`config.mk`:
```
export PLATFORM = sky130hd
export DESIGN_NAME = slave_timer_ctrl
export DESIGN_NICKNAME = d
export VERILOG_FILES = /design/src/rtl/slave_timer_ctrl.sv
export SDC_FILE = /design/constraint.sdc
export NUM_CORES = 1
export LEC_CHECK = 0
export BUFFER_PORTS_ARGS = -buffer_cell sky130_fd_sc_hd__buf_2
export CAP_MARGIN = 10
export CORE_MARGIN = 2
export CORE_UTILIZATION = 30
export CTS_CLUSTER_SIZE = 8
export DETAILED_ROUTE_END_ITERATION = 8
export GPL_TIMING_DRIVEN = 0
export PLACE_DENSITY_LB_ADDON = 0.12
export RECOVER_POWER = 25
export SLEW_MARGIN = 20
export SYNTH_ARGS = -nofsm -noshare
export SYNTH_HDL_FRONTEND = slang
export SYNTH_SLANG_ARGS = --single-unit
```
`constraint.sdc`:
```
create_clock -name clk -period 2.08 [get_ports clk]
set_clock_uncertainty 0.1 [all_clocks]
set_input_delay 0.208 -clock clk [delete_from_list [all_inputs] [get_ports clk]]
set_output_delay 0.208 -clock clk [all_outputs]
set_load 0.005 [all_outputs]
```
`src/rtl/slave_timer_ctrl.sv`:
```
module slave_timer_ctrl #(
  parameter int W = 16
) (
  input  logic         clk,
  input  logic         rst_n,
  input  logic [3:0]   mode_i,
  input  logic         en_i,
  input  logic         dir_i,
  input  logic [W-1:0] arr_i,
  input  logic         trg_i,
  input  logic         ch1_i,
  input  logic         ch2_i,
  output logic [W-1:0] count_o,
  output logic         down_o,
  output logic         update_o
);

  localparam logic [3:0] M_ENC1 = 4'd1;
  localparam logic [3:0] M_ENC2 = 4'd2;
  localparam logic [3:0] M_ENC3 = 4'd3;
  localparam logic [3:0] M_RST  = 4'd4;
  localparam logic [3:0] M_GATE = 4'd5;
  localparam logic [3:0] M_TRIG = 4'd6;
  localparam logic [3:0] M_EXT  = 4'd7;
  localparam logic [3:0] M_COMB = 4'd8;
  localparam logic [W-1:0] ONE  = {{(W-1){1'b0}}, 1'b1};

  logic [2:0] trg_s, c1_s, c2_s;
  logic       en_q, cen_q;
  logic       step, sdown, reinit, start;

  always_ff @(posedge clk or negedge rst_n) begin
    if (!rst_n) begin
      trg_s <= '0;
      c1_s  <= '0;
      c2_s  <= '0;
    end else begin
      trg_s <= {trg_s[1:0], trg_i};
      c1_s  <= {c1_s[1:0], ch1_i};
      c2_s  <= {c2_s[1:0], ch2_i};
    end
  end

  wire trg_lvl  = trg_s[1];
  wire trg_rise = trg_s[1] & ~trg_s[2];
  wire c1_lvl   = c1_s[1];
  wire c2_lvl   = c2_s[1];
  wire c1_edge  = c1_s[1] ^ c1_s[2];
  wire c2_edge  = c2_s[1] ^ c2_s[2];
  wire c1_down  = (c1_lvl == c2_lvl);
  wire c2_down  = (c2_lvl != c1_lvl);
  wire enc_mode = (mode_i == M_ENC1) || (mode_i == M_ENC2) || (mode_i == M_ENC3);

  always_comb begin
    step   = 1'b0;
    sdown  = dir_i;
    reinit = 1'b0;
    start  = 1'b0;
    case (mode_i)
      M_ENC1: begin
        step  = cen_q & c1_edge;
        sdown = c1_down;
      end
      M_ENC2: begin
        step  = cen_q & c2_edge;
        sdown = c2_down;
      end
      M_ENC3: begin
        step  = cen_q & (c1_edge ^ c2_edge);
        sdown = c1_edge ? c1_down : c2_down;
      end
      M_RST: begin
        reinit = trg_rise;
        step   = cen_q;
      end
      M_GATE: step = cen_q & trg_lvl;
      M_TRIG: begin
        start = trg_rise;
        step  = cen_q;
      end
      M_EXT:  step = cen_q & trg_rise;
      M_COMB: begin
        reinit = trg_rise;
        start  = trg_rise;
        step   = cen_q;
      end
      default: step = cen_q;
    endcase
  end

  always_ff @(posedge clk or negedge rst_n) begin
    if (!rst_n) begin
      en_q  <= 1'b0;
      cen_q <= 1'b0;
    end else begin
      en_q <= en_i;
      if (start)              cen_q <= 1'b1;
      else if (en_i != en_q)  cen_q <= en_i;
    end
  end

  always_ff @(posedge clk or negedge rst_n) begin
    if (!rst_n) begin
      count_o  <= '0;
      update_o <= 1'b0;
      down_o   <= 1'b0;
    end else begin
      update_o <= 1'b0;
      if (!enc_mode)  down_o <= dir_i;
      else if (step)  down_o <= sdown;
      if (reinit) begin
        count_o  <= dir_i ? arr_i : '0;
        update_o <= 1'b1;
      end else if (step) begin
        if (sdown) begin
          if (count_o == '0) begin
            count_o  <= arr_i;
            update_o <= 1'b1;
          end else begin
            count_o <= count_o - ONE;
          end
        end else begin
          if (count_o >= arr_i) begin
            count_o  <= '0;
            update_o <= 1'b1;
          end else begin
            count_o <= count_o + ONE;
          end
        end
      end
    end
  end


  upd_value_chk: assert property (@(posedge clk) disable iff (!rst_n)
    update_o |-> (count_o == '0 || count_o == $past(arr_i)));


  idle_hold_chk: assert property (@(posedge clk) disable iff (!rst_n)
    (!cen_q && !reinit) |=> $stable(count_o));


  gate_hold_chk: assert property (@(posedge clk) disable iff (!rst_n)
    (mode_i == M_GATE && !trg_lvl) |=> $stable(count_o));


  enc_one_step_chk: assert property (@(posedge clk) disable iff (!rst_n)
    enc_mode |=> (update_o || count_o == $past(count_o) ||
                  count_o == $past(count_o) + ONE || count_o == $past(count_o) - ONE));


  comb_start_chk: assert property (@(posedge clk) disable iff (!rst_n)
    (mode_i == M_COMB && trg_rise) |=> (update_o && cen_q));


  trig_start_chk: assert property (@(posedge clk) disable iff (!rst_n)
    (mode_i == M_TRIG && trg_rise) |=> (cen_q && $stable(count_o)));

endmodule

```
==> Yosys cells after proc, flatten, opt, wreduce, memory -nomap -nowiden <==
Cells that the tools add are included.
{ "classes": {"add_sub_neg": 2, "magnitude_cmp": 1, "eq_ne": 12, "n_mux": 20, "bitwise": 10, "reduce_logical": 7} }
{ "ops": {"columns": ["op", "count"], "rows": [
  ["$mux W16", 6],
  ["$add A16 B1 Y16 const B", 1],
  ["$eq A4 B3 Y1 const B", 4],
  ["$ge A16 B16 Y1", 1],
  ["$logic_not A16 Y1", 1],
  ["$sub A16 B1 Y16 const B", 1],
  ["$mux W1", 12],
  ["$eq A4 B2 Y1 const B", 2],
  ["$and A1 B1 Y1", 6],
  ["$pmux W1 S5", 1],
  ["$eq A4 B1 Y1 const B", 1],
  ["$eq A4 B4 Y1 const B", 1],
  ["$reduce_bool A2 Y1", 2],
  ["$reduce_or A2 Y1", 2],
  ["$pmux W1 S3", 1],
  ["$xor A1 B1 Y1", 3],
  ["$logic_or A1 B1 Y1", 2],
  ["$ne A1 B1 Y1", 2],
  ["$ne A2 B2 Y1 const B", 1],
  ["$eq A1 B1 Y1", 1],
  ["$not A1 Y1", 1]
]} }
{ "totals": {"reg_bits": 29, "input_bits": 27, "output_inout_bits": 18, "word_cells": 60} }

==> Logic depth before layout (Yosys ltp) <==
Gate-level depths: netlist of the first run.
{ "logic_depth": {"depth_word": 6, "mapped_depth": 10, "ltp_nobuf": 9} }

==> Worst setup path after synthesis of the first run <==
Ideal clock, no wire load.
{ "synth_path": {"kind": "reg-to-reg", "startpoint": "register count_o[0]", "endpoint": "register count_o[0]", "setup_time_ps": 96, "t_arrival_ps": 2136, "required_time_ps": 1884, "setup_slack_ps": -252, "stages_incl_launch_ff": 10, "path_buffers": 0, "period_less_slack_ps": 2332, "cell_sequence": "dfrtp_1 > inv_1 > ha_1 > nand2b_1 > a2111oi_0 > or4_1 > o211ai_1 > a21oi_4 > o21ai_1 > a311oi_2"} }
{ "synth_between": {"elab_chain_cells": 5, "elab_cells_between_ends": 9, "classes_between": "2 x add/sub; 1 x order compare; 5 x mux; 1 x reduce/logical"} }
{ "synth_rtl": {"columns": ["element", "line", "source"], "rows": [
  ["start, declared", "13", "output logic [W-1:0] count_o,"],
  ["start signal, assigned", "112", "count_o <= dir_i ? arr_i : '0;"],
  ["start signal, assigned", "117", "count_o <= arr_i;"],
  ["start signal, assigned", "120", "count_o <= count_o - ONE;"],
  ["$add A16 B1 Y16 (tied with other cells)", "127", "count_o <= count_o + ONE;"],
  ["$mux W16, on equally long branches", "123, 116", null],
  ["$mux W16 (*)", "115", "if (sdown) begin"],
  ["$mux W16 (*)", "114", "end else if (step) begin"],
  ["$mux W16 (*)", "111", "if (reinit) begin"]
]} }
Every way passes the cells marked *; elsewhere a longest branch is shown, timed or not. The select of a mux whose other input is x is not followed.
A chain may end at the register's enable or synchronous reset.

==> Worst setup path after layout of the first run <==
{ "layout_path": {"startpoint": "register count_o[1]", "endpoint": "register count_o[13]"} }
The elaborated chain is that of the path after synthesis.

==> reports/qor.csv, run 1 <==
metric;value;unit
grt_pass1_vias;2608;
overflow;0;
finalHoldViolations;0;
worstSetupPathType;register to register;
die_w;97.5;um
final_cells;501;
antenna_found_initial;0;
drc_errors;0;
async_flop_share;100;%
p_seq_share;24.8;%
die_area;9510;sq um
drt-pass1-iter-count;4;
ant_nets;0;
syn_to_final_growth;32.5;%
cts_sinks;29;
wirelength;8.84;mm
portBuffers;42;
status;finished with violations;
combPwrFrac;62.4;%
place_congestion;0.863;
cpMaxStageDelayCell;dfrtp_2;
clock-root-buffer;clkbuf_8;
synth_cells;323;
crit_buf_inv;1;
violations;setup timing;
cpPeakStageDelay;0.43;ns
rsz0062_at_grt;true;
track_usage;18.8;%
place_hpwl;5.93;mm
syn_area_per_cell;8.12;sq um
synth_fp_nets;369;
cts_tree;built;
p_sw;1750;uW
power_frac_clock;12.8;%
post-route-util;40.4;%
tightest_slew;0.739;ns
grt_start_max_net_pins;30;
routedWlPerCell;17.6;um
vias;2662;
core;8590;sq um
clk-insertion-delay-late;0.29;ns
fill_cells;923;
path_delay_family;compound AO/OA/AOI/OAI gates;
place_inst;473;
ys_ff_latch;29;
path_depth;8;
ys_seq_area_share;27.7;%
worstPathRequired;2.17;ns
yosysWarningCount;0;
switching_share;46.3;%
fin_setup_tns;-4.91;ns
cellPowerDensity;1090;nW/um^2
hold_slack;0.0639;ns
synth_edf_count;0;
syn_area;2620;sq um
h-tree-depth;2;
cts-buffers-inserted;5;
drive_above_1_share;29.8;%
maxSlewHeadroom;50.7;%
maxSlewViolCount;0;
die_h;97.5;um
maxCapViolations;0;
via_per_inst;5.31;
p_leak;0.00150;uW
fin_nets;438;
synth_area_leader_cell;dfrtp_1;
ys.flop_type;dfrtp_1;
finalSetupViolations;18;
fin_crit_sh;119;%
holdPathStages;3;
worst-r2r-cell-count;8;
antenna_cells;0;
ys_types;55;
end_kind;register;
netlist_top_cells_area;dfrtp_1 (28%), ha_1 (9.1%), xnor2_1 (6.0%);
fmax;406;MHz
grt_pass1_wl;14.1;mm
setup_ws;-0.385;ns
clockBufferDepth;2;
cp_max_fo;8;
initialDrtViolationCount;126;
p_total;3790;uW
final_cell_mix;buf_2 (50), nor2_1 (29), nand2_1 (27);
ios;45;
path_cells;ha_1, a2111oi_4, or4_1, o211ai_1, a21oi_4, buf_6, nand2_8, o221ai_4;
start_kind;register;
netlist.area_leader.share;27.7;%
start_util;30.5;%
irDropWorstVdd;381;uV
cts.clk_slew.worst_paths;0.08;ns
cp.arrival;2.56;ns
fin_crit;2.47;ns
final_common_cell;buf_2;
hp-class;input port to register;
std_cell_rows;34;
power.internal;2030;uW
-- flip-flops by register name, indices dropped and copies added (netlist names) --
| signal | cells |
|---|---|
| c1_s | 3 |
| c2_s | 3 |
| cen_q | 1 |
| count_o | 16 |
| down_o | 1 |
| en_q | 1 |
| trg_s | 3 |
| update_o | 1 |
-- cell type report --
type	instances	area (sq um)	area share, %
Multi-Input combinational cell	250	1920	55.2
Sequential cell	29	729	21.0
Timing Repair Buffer	63	400	11.5
Tap cell	108	135	3.89
Buffer	22	128	3.67
Inverter	21	80.1	2.30
Clock buffer	6	72.6	2.09
Clock inverter	2	10.0	0.288
-- stage by stage --
step | setup slack [ns] | instance area [sq um]
2_1_floorplan | -0.110 | 2620
3_3_place_gp | -1.10 | 2970
3_5_place_dp | -1.13 | 2970
4_1_cts | -0.443 | 3320
5_1_grt | -0.484 | 3470
6_report | -0.385 | 3470
-- tightest hold or removal path, cell delays in order --
cell,delay [ns]
buf_2,0.10
nand2_1,0.05
o21ai_1,0.06
-- synth_stat cells (all sizes together) (7+ instances only) --
| cell type | n |
|---|---|
| nor2 | 29 |
| ha | 19 |
| nand2 | 29 |
| nand3 | 13 |
| xnor2 | 18 |
| xor2 | 11 |
| dfrtp | 29 |
| nor3 | 12 |
| o21ai | 17 |
| inv | 20 |
| buf | 14 |
| and3 | 7 |
| a21oi | 19 |
| clkbuf | 9 |
| a211oi | 9 |
-- what timing repair did --
action / CTS / global route
setup endpoints to repair: 18 / 18
pin swaps: 9 / 13
hold buffers: 5 / 0
resized for setup: 29 / 25
setup buffers: 9 / 8
endpoints found under the hold margin: 33 / 0
-- path summary, 6_finish.rpt --
kind	to	slack, ns	from
worst min-delay path	count_o[6]	0.06	arr_i[6]
max in group asynchronous	c1_s[1]	0.94	rst_n
worst max register to register	count_o[13]	-0.39	count_o[1]
min in group asynchronous	count_o[9]	0.42	rst_n
worst min register to register	c2_s[1]	0.25	c2_s[0]
worst max-delay path	count_o[13]	-0.39	count_o[1]
-- per-layer routing --
layer	wire length (um)	share of wire, %	GRT usage, %
met1	4280	48	26.0
met4	96	1.1	4.70
met3	381	4.3	3.09
met5	0	0	0
met2	4080	46	30.6
-- kinds of logic (layout without fill, tap and decap cells) --
kind of cell               count (synthesis)  in the layout  synth area share, %
AOI/OAI and AO/OA                         82             82                 22.1
xor gates and xnor gates                  29             29                 9.68
adders and majority gates                 19             19                 9.06
buffers and inverters                     44            114                 7.39
DFF                                       29             29                 27.7
muxes                                      2              2                0.763
and+or+nand+nor                          118            118                 23.3
-- power by group through the flow --
stage / Combinational, uW / Clock, uW / Sequential (uW)
after CTS: 2170 / 500 / 933
after floorplan: 1290 / 0 / 923
after detailed placement: 1820 / 0 / 969
after global routing: 2620 / 529 / 974
after global placement: 1800 / 0 / 963
final: 2360 / 484 / 939
No activity file was read; power rests on OpenSTA's default activity.
==> inputs of run 2 (changes only) <==
MAX_ROUTING_LAYER = met4   (was not set)
REMOVE_ABC_BUFFERS = 1   (was not set)
==> reports/qor.csv, run 2 (synthesis gave the netlist of run 1 again) <==
metric;value;unit
std_cell_rows;34;
track_usage;18.7;%
r2r_slack;-0.34;ns
overflow;0;
post-route-util;42.8;%
fin_crit_sh;116;%
maxCapViolations;0;
drc_errors;0;
die_w;97.5;um
violations;setup timing;
grt_start_max_net_pins;30;
syn_to_final_growth;40.4;%
end_kind;register;
status;finished with violations;
clk-insertion-delay-late;0.29;ns
clock-root-buffer;clkbuf_8;
cellPowerDensity;1100;nW/um^2
holdPathStages;3;
ant_nets;0;
p_leak;0.00158;uW
drt-pass1-iter-count;4;
die_h;97.5;um
maxSlewViolCount;0;
met1_length;4.23;mm
final_cell_mix;buf_2 (41), buf_4 (34), nand2_1 (27), nor2_1 (27);
maxSlewHeadroom;50.1;%
rsz0062_at_grt;true;
antenna_cells;0;
fin_crit;2.42;ns
wl_met2;4.03;mm
irDropWorstVdd;332;uV
finalHoldViolations;0;
fin_nets;444;
worstSetupPathType;register to register;
cts-buffers-inserted;5;
largest_register_ffs;16;
die_area;9510;sq um
wl_met3;358;um
tightest_slew;0.748;ns
place_inst;455;
fin_setup_tns;-4.96;ns
grt_pass1_wl;13.7;mm
cts_sinks;29;
worstPathRequired;2.17;ns
place_hpwl;5.50;mm
cts_tree;built;
grt_pass1_vias;2537;
regMostFlops;count_o;
via_per_inst;5.25;
initialDrtViolationCount;126;
final_cells;506;
min_to;count_o[8];
portBuffers;44;
min_from;arr_i[8];
fmax;414;MHz
reg2reg_from;count_o[0];
vias;2657;
place_congestion;0.776;
start_util;30.5;%
cp_max_fo;5;
r2r_end;count_o[0];
routedWlPerCell;17.2;um
hp-class;input port to register;
cts.clk_slew.worst_paths;0.07;ns
ios;45;
start_kind;register;
worst-r2r-cell-count;10;
final_common_cell;buf_2;
core;8590;sq um
cp.arrival;2.51;ns
wirelength;8.71;mm
hold_slack;0.0700;ns
clockBufferDepth;2;
routed.top_layer;met4;
h-tree-depth;2;
setup_ws;-0.338;ns
p_total;4050;uW
finalSetupViolations;17;
drive_above_1_share;37.7;%
antenna_found_initial;0;
[run 2: cell types whose count changed in the layout (fill, tap and decap cells not counted), sizes merged]
cell	before	now
buf	70	82
bufinv	0	1
clkbuf	16	9
clkinv	3	2
[run 2: critical path, cell delays in order (launching register included)]
cell and delay [ns]:
dfrtp_2 0.42, inv_2 0.08, ha_4 0.19, nand2b_4 0.14
a2111oi_4 0.30, or4_1 0.15, o211ai_1 0.19, a21oi_4 0.35
buf_6 0.16, o21ai_2 0.05, a311oi_2 0.19
[run 2: worst max path at each step]
stage | from | to | slack (ns) | cells past startpoint
global placement | c1_s[1] | count_o[14] | -2.18 | 6
detailed placement | count_o[0] | count_o[13] | -1.13 | 9
global route | count_o[0] | count_o[12] | -0.45 | 10
CTS | count_o[0] | count_o[6] | -0.36 | 10
floorplan | c1_s[1] | count_o[14] | -0.86 | 6
finish | count_o[0] | count_o[0] | -0.34 | 10
[run 2: timing repair]
| item | in CTS | in global routing |
|---|---|---|
| endpoints found under the hold margin | 33 | 0 |
| hold buffers | 5 | 0 |
| buffers inserted | 28 | 12 |
| pin swaps | 18 | 13 |
| gates resized for setup | 37 | 29 |
| endpoints found under the setup margin | 18 | 18 |
[run 2: area by class of cell]
class | instances | area [sq um]
clock buffers | 5 | 68.8
clock inverters | 2 | 35.0
fillers | 893 | 4910
inverters | 21 | 83.8
multi-input cells | 250 | 2000
flip-flops and latches | 29 | 738
well taps | 108 | 135
repair buffers | 91 | 621
[run 2: power breakdown]
group	internal [uW]	switching [uW]
logic	1170	1200
clock network	348	242
registers	734	356
[run 2: stage by stage]
step,area [sq um],setup slack [ns]
global route,3680,-0.451
CTS,3450,-0.361
detailed placement,2910,-1.13
floorplan,2510,-0.865
global placement,2860,-2.18
finish,3680,-0.338
[run 2: metal layers]
layer / vias to the layer above / global-route usage (%)
met2: 57 / 28.2
met1: 1274 / 25.9
met4: 0 / 4.70
met5: - / -
met3: 7 / 3.31
li1: 1319 / -
==> inputs of run 3 (changes only) <==
CAP_MARGIN = 20   (was 10)
clock period = 2.5 ns   (was 2.08 ns; I/O delays follow)
==> reports/qor.csv, run 3 (synthesis gave the netlist of run 1 again) <==
metric;value;unit
via_per_inst;5.23;
cp.arrival;2.58;ns
grt_pass1_wl;13.3;mm
final_common_cell;buf_2;
initialDrtViolationCount;130;
finalHoldViolations;0;
rsz0062_at_grt;true;
status;complete, no violations;
cts_sinks;29;
regMostFlops;count_o;
antenna_found_initial;0;
irDropWorstVdd;255;uV
tightest_slew;0.736;ns
die_area;9510;sq um
clock-root-buffer;clkbuf_8;
cts.clk_slew.worst_paths;0.07;ns
drt-pass1-iter-count;4;
portBuffers;44;
syn_to_final_growth;29.5;%
worstPathRequired;2.60;ns
ios;45;
fmax;403;MHz
grt_pass1_vias;2485;
cp_max_fo;8;
antenna_cells;0;
worstSetupPathType;register to register;
die_h;97.5;um
design_area;3400;sq um
drc_errors;0;
start_util;30.5;%
maxSlewHeadroom;50.9;%
drive_above_1_share;29.0;%
maxSlewViolCount;0;
std_cell_rows;34;
clockBufferDepth;2;
power.internal;1740;uW
track_usage;18.1;%
final_cell_mix;buf_2 (41), nor2_1 (29), nand2_1 (27);
core;8590;sq um
cts-buffers-inserted;5;
start_kind;register;
cpMaxStageDelayCell;dfrtp_2;
path_cells;inv_2, ha_4, nand2b_4, a2111oi_4, or4_1, o211ai_1, a21oi_4, buf_12, nand2_8, o221ai_2;
clk-insertion-delay-late;0.28;ns
ant_nets;0;
end_kind;register;
cellPowerDensity;921;nW/um^2
placed_area;2910;sq um
fin_crit_sh;99.2;%
r2r_slack;0.02;ns
hp-class;input port to register;
cpPeakStageDelay;0.42;ns
place_congestion;0.776;
power_frac_clock;15.7;%
finalSetupViolations;0;
overflow;0;
hold_slack;0.113;ns
p_seq_share;28.3;%
fin_crit;2.48;ns
cts_tree;built;
p_sw;1390;uW
grt_start_max_net_pins;30;
p_leak;0.00146;uW
largest_register_ffs;16;
vias;2549;
place_hpwl;5.50;mm
die_w;97.5;um
wirelength;8.30;mm
fin_nets;425;
maxCapViolations;0;
switching_share;44.3;%
routedWlPerCell;17.0;um
h-tree-depth;2;
combPwrFrac;56.1;%
run 3: changes by cell type in the layout (fill, tap and decap cells not counted), moves of 3 or more:
| cell | change |
|---|---|
| buf_4 | -17 |
| o21ai_1 | +3 |
| o21ai_2 | -3 |
| ha_4 | -3 |
| ha_1 | +3 |
run 3: repair_timing:
item                                   CTS  global route
gates resized for setup                 20            17
setup endpoints to repair               17            15
buffers inserted                        14             6
endpoints found under the hold margin   33             0
hold buffers                             5             0
pin swaps                                7            12
run 3: path summary, 6_finish.rpt:
check / endpoint / depth (start not counted) / from
worst max-delay path: count_o[13] / 10 / count_o[0]
worst min-delay path: count_o[8] / 3 / arr_i[8]
worst max register to register: count_o[13] / 10 / count_o[0]
worst min register to register: c2_s[1] / 0 / c2_s[0]
max in group asynchronous: count_o[0] / 2 / rst_n
min in group asynchronous: c1_s[2] / 2 / rst_n
run 3: worst max-delay path: cells and delay by family, from the launching register on:
kind	cells	cell delay (ns)
buffers and inverters	2	0.23
and+or+nand+nor	3	0.37
DFF	1	0.42
adders and majority gates	1	0.19
AOI/OAI and AO/OA	4	1.07
run 3: area by class of cell:
type,instances,area [sq um]
Inverter,21,80.1
Tap cell,108,135
Multi-Input combinational cell,250,1870
Fill cell,915,5200
Sequential cell,29,736
Clock buffer,5,68.8
Timing Repair Buffer,72,470
Clock inverter,2,35.0
run 3: routing by layer:
metal  GRT usage, %  up-vias  wire length, um  share of wire, %
met3           3.53        6              371               4.5
met5              -        -                0                 0
li1               -     1280                -                 -
met1           25.1     1207             4020                48
met2           26.6       56             3830                46
met4           5.66        0               79              0.95
run 3: power by group through the flow:
stage | sequential [uW] | combinational [uW] | clock, uW
floorplan | 879 | 891 | 0
global placement | 962 | 1260 | 0
detailed placement | 963 | 1280 | 0
CTS | 880 | 1590 | 506
global route | 920 | 1940 | 535
finish | 883 | 1750 | 490
run 3: per-stage QoR:
step / power, uW / worst slack, ns / setup TNS [ns] / instances / utilization (%)
after detailed placement: 2250 / -0.706 / -9.22 / 455 / 33.9
after floorplan: 1770 / -0.445 / -4.00 / 300 / -
after global placement: 2220 / -1.76 / -23.32 / 452 / 33.3
after CTS: 2970 / 0.00191 / 0 / 481 / 37.9
final: 3130 / 0.0199 / 0 / 487 / 39.5
after global routing: 3400 / -0.0753 / -0.663 / 487 / 39.5
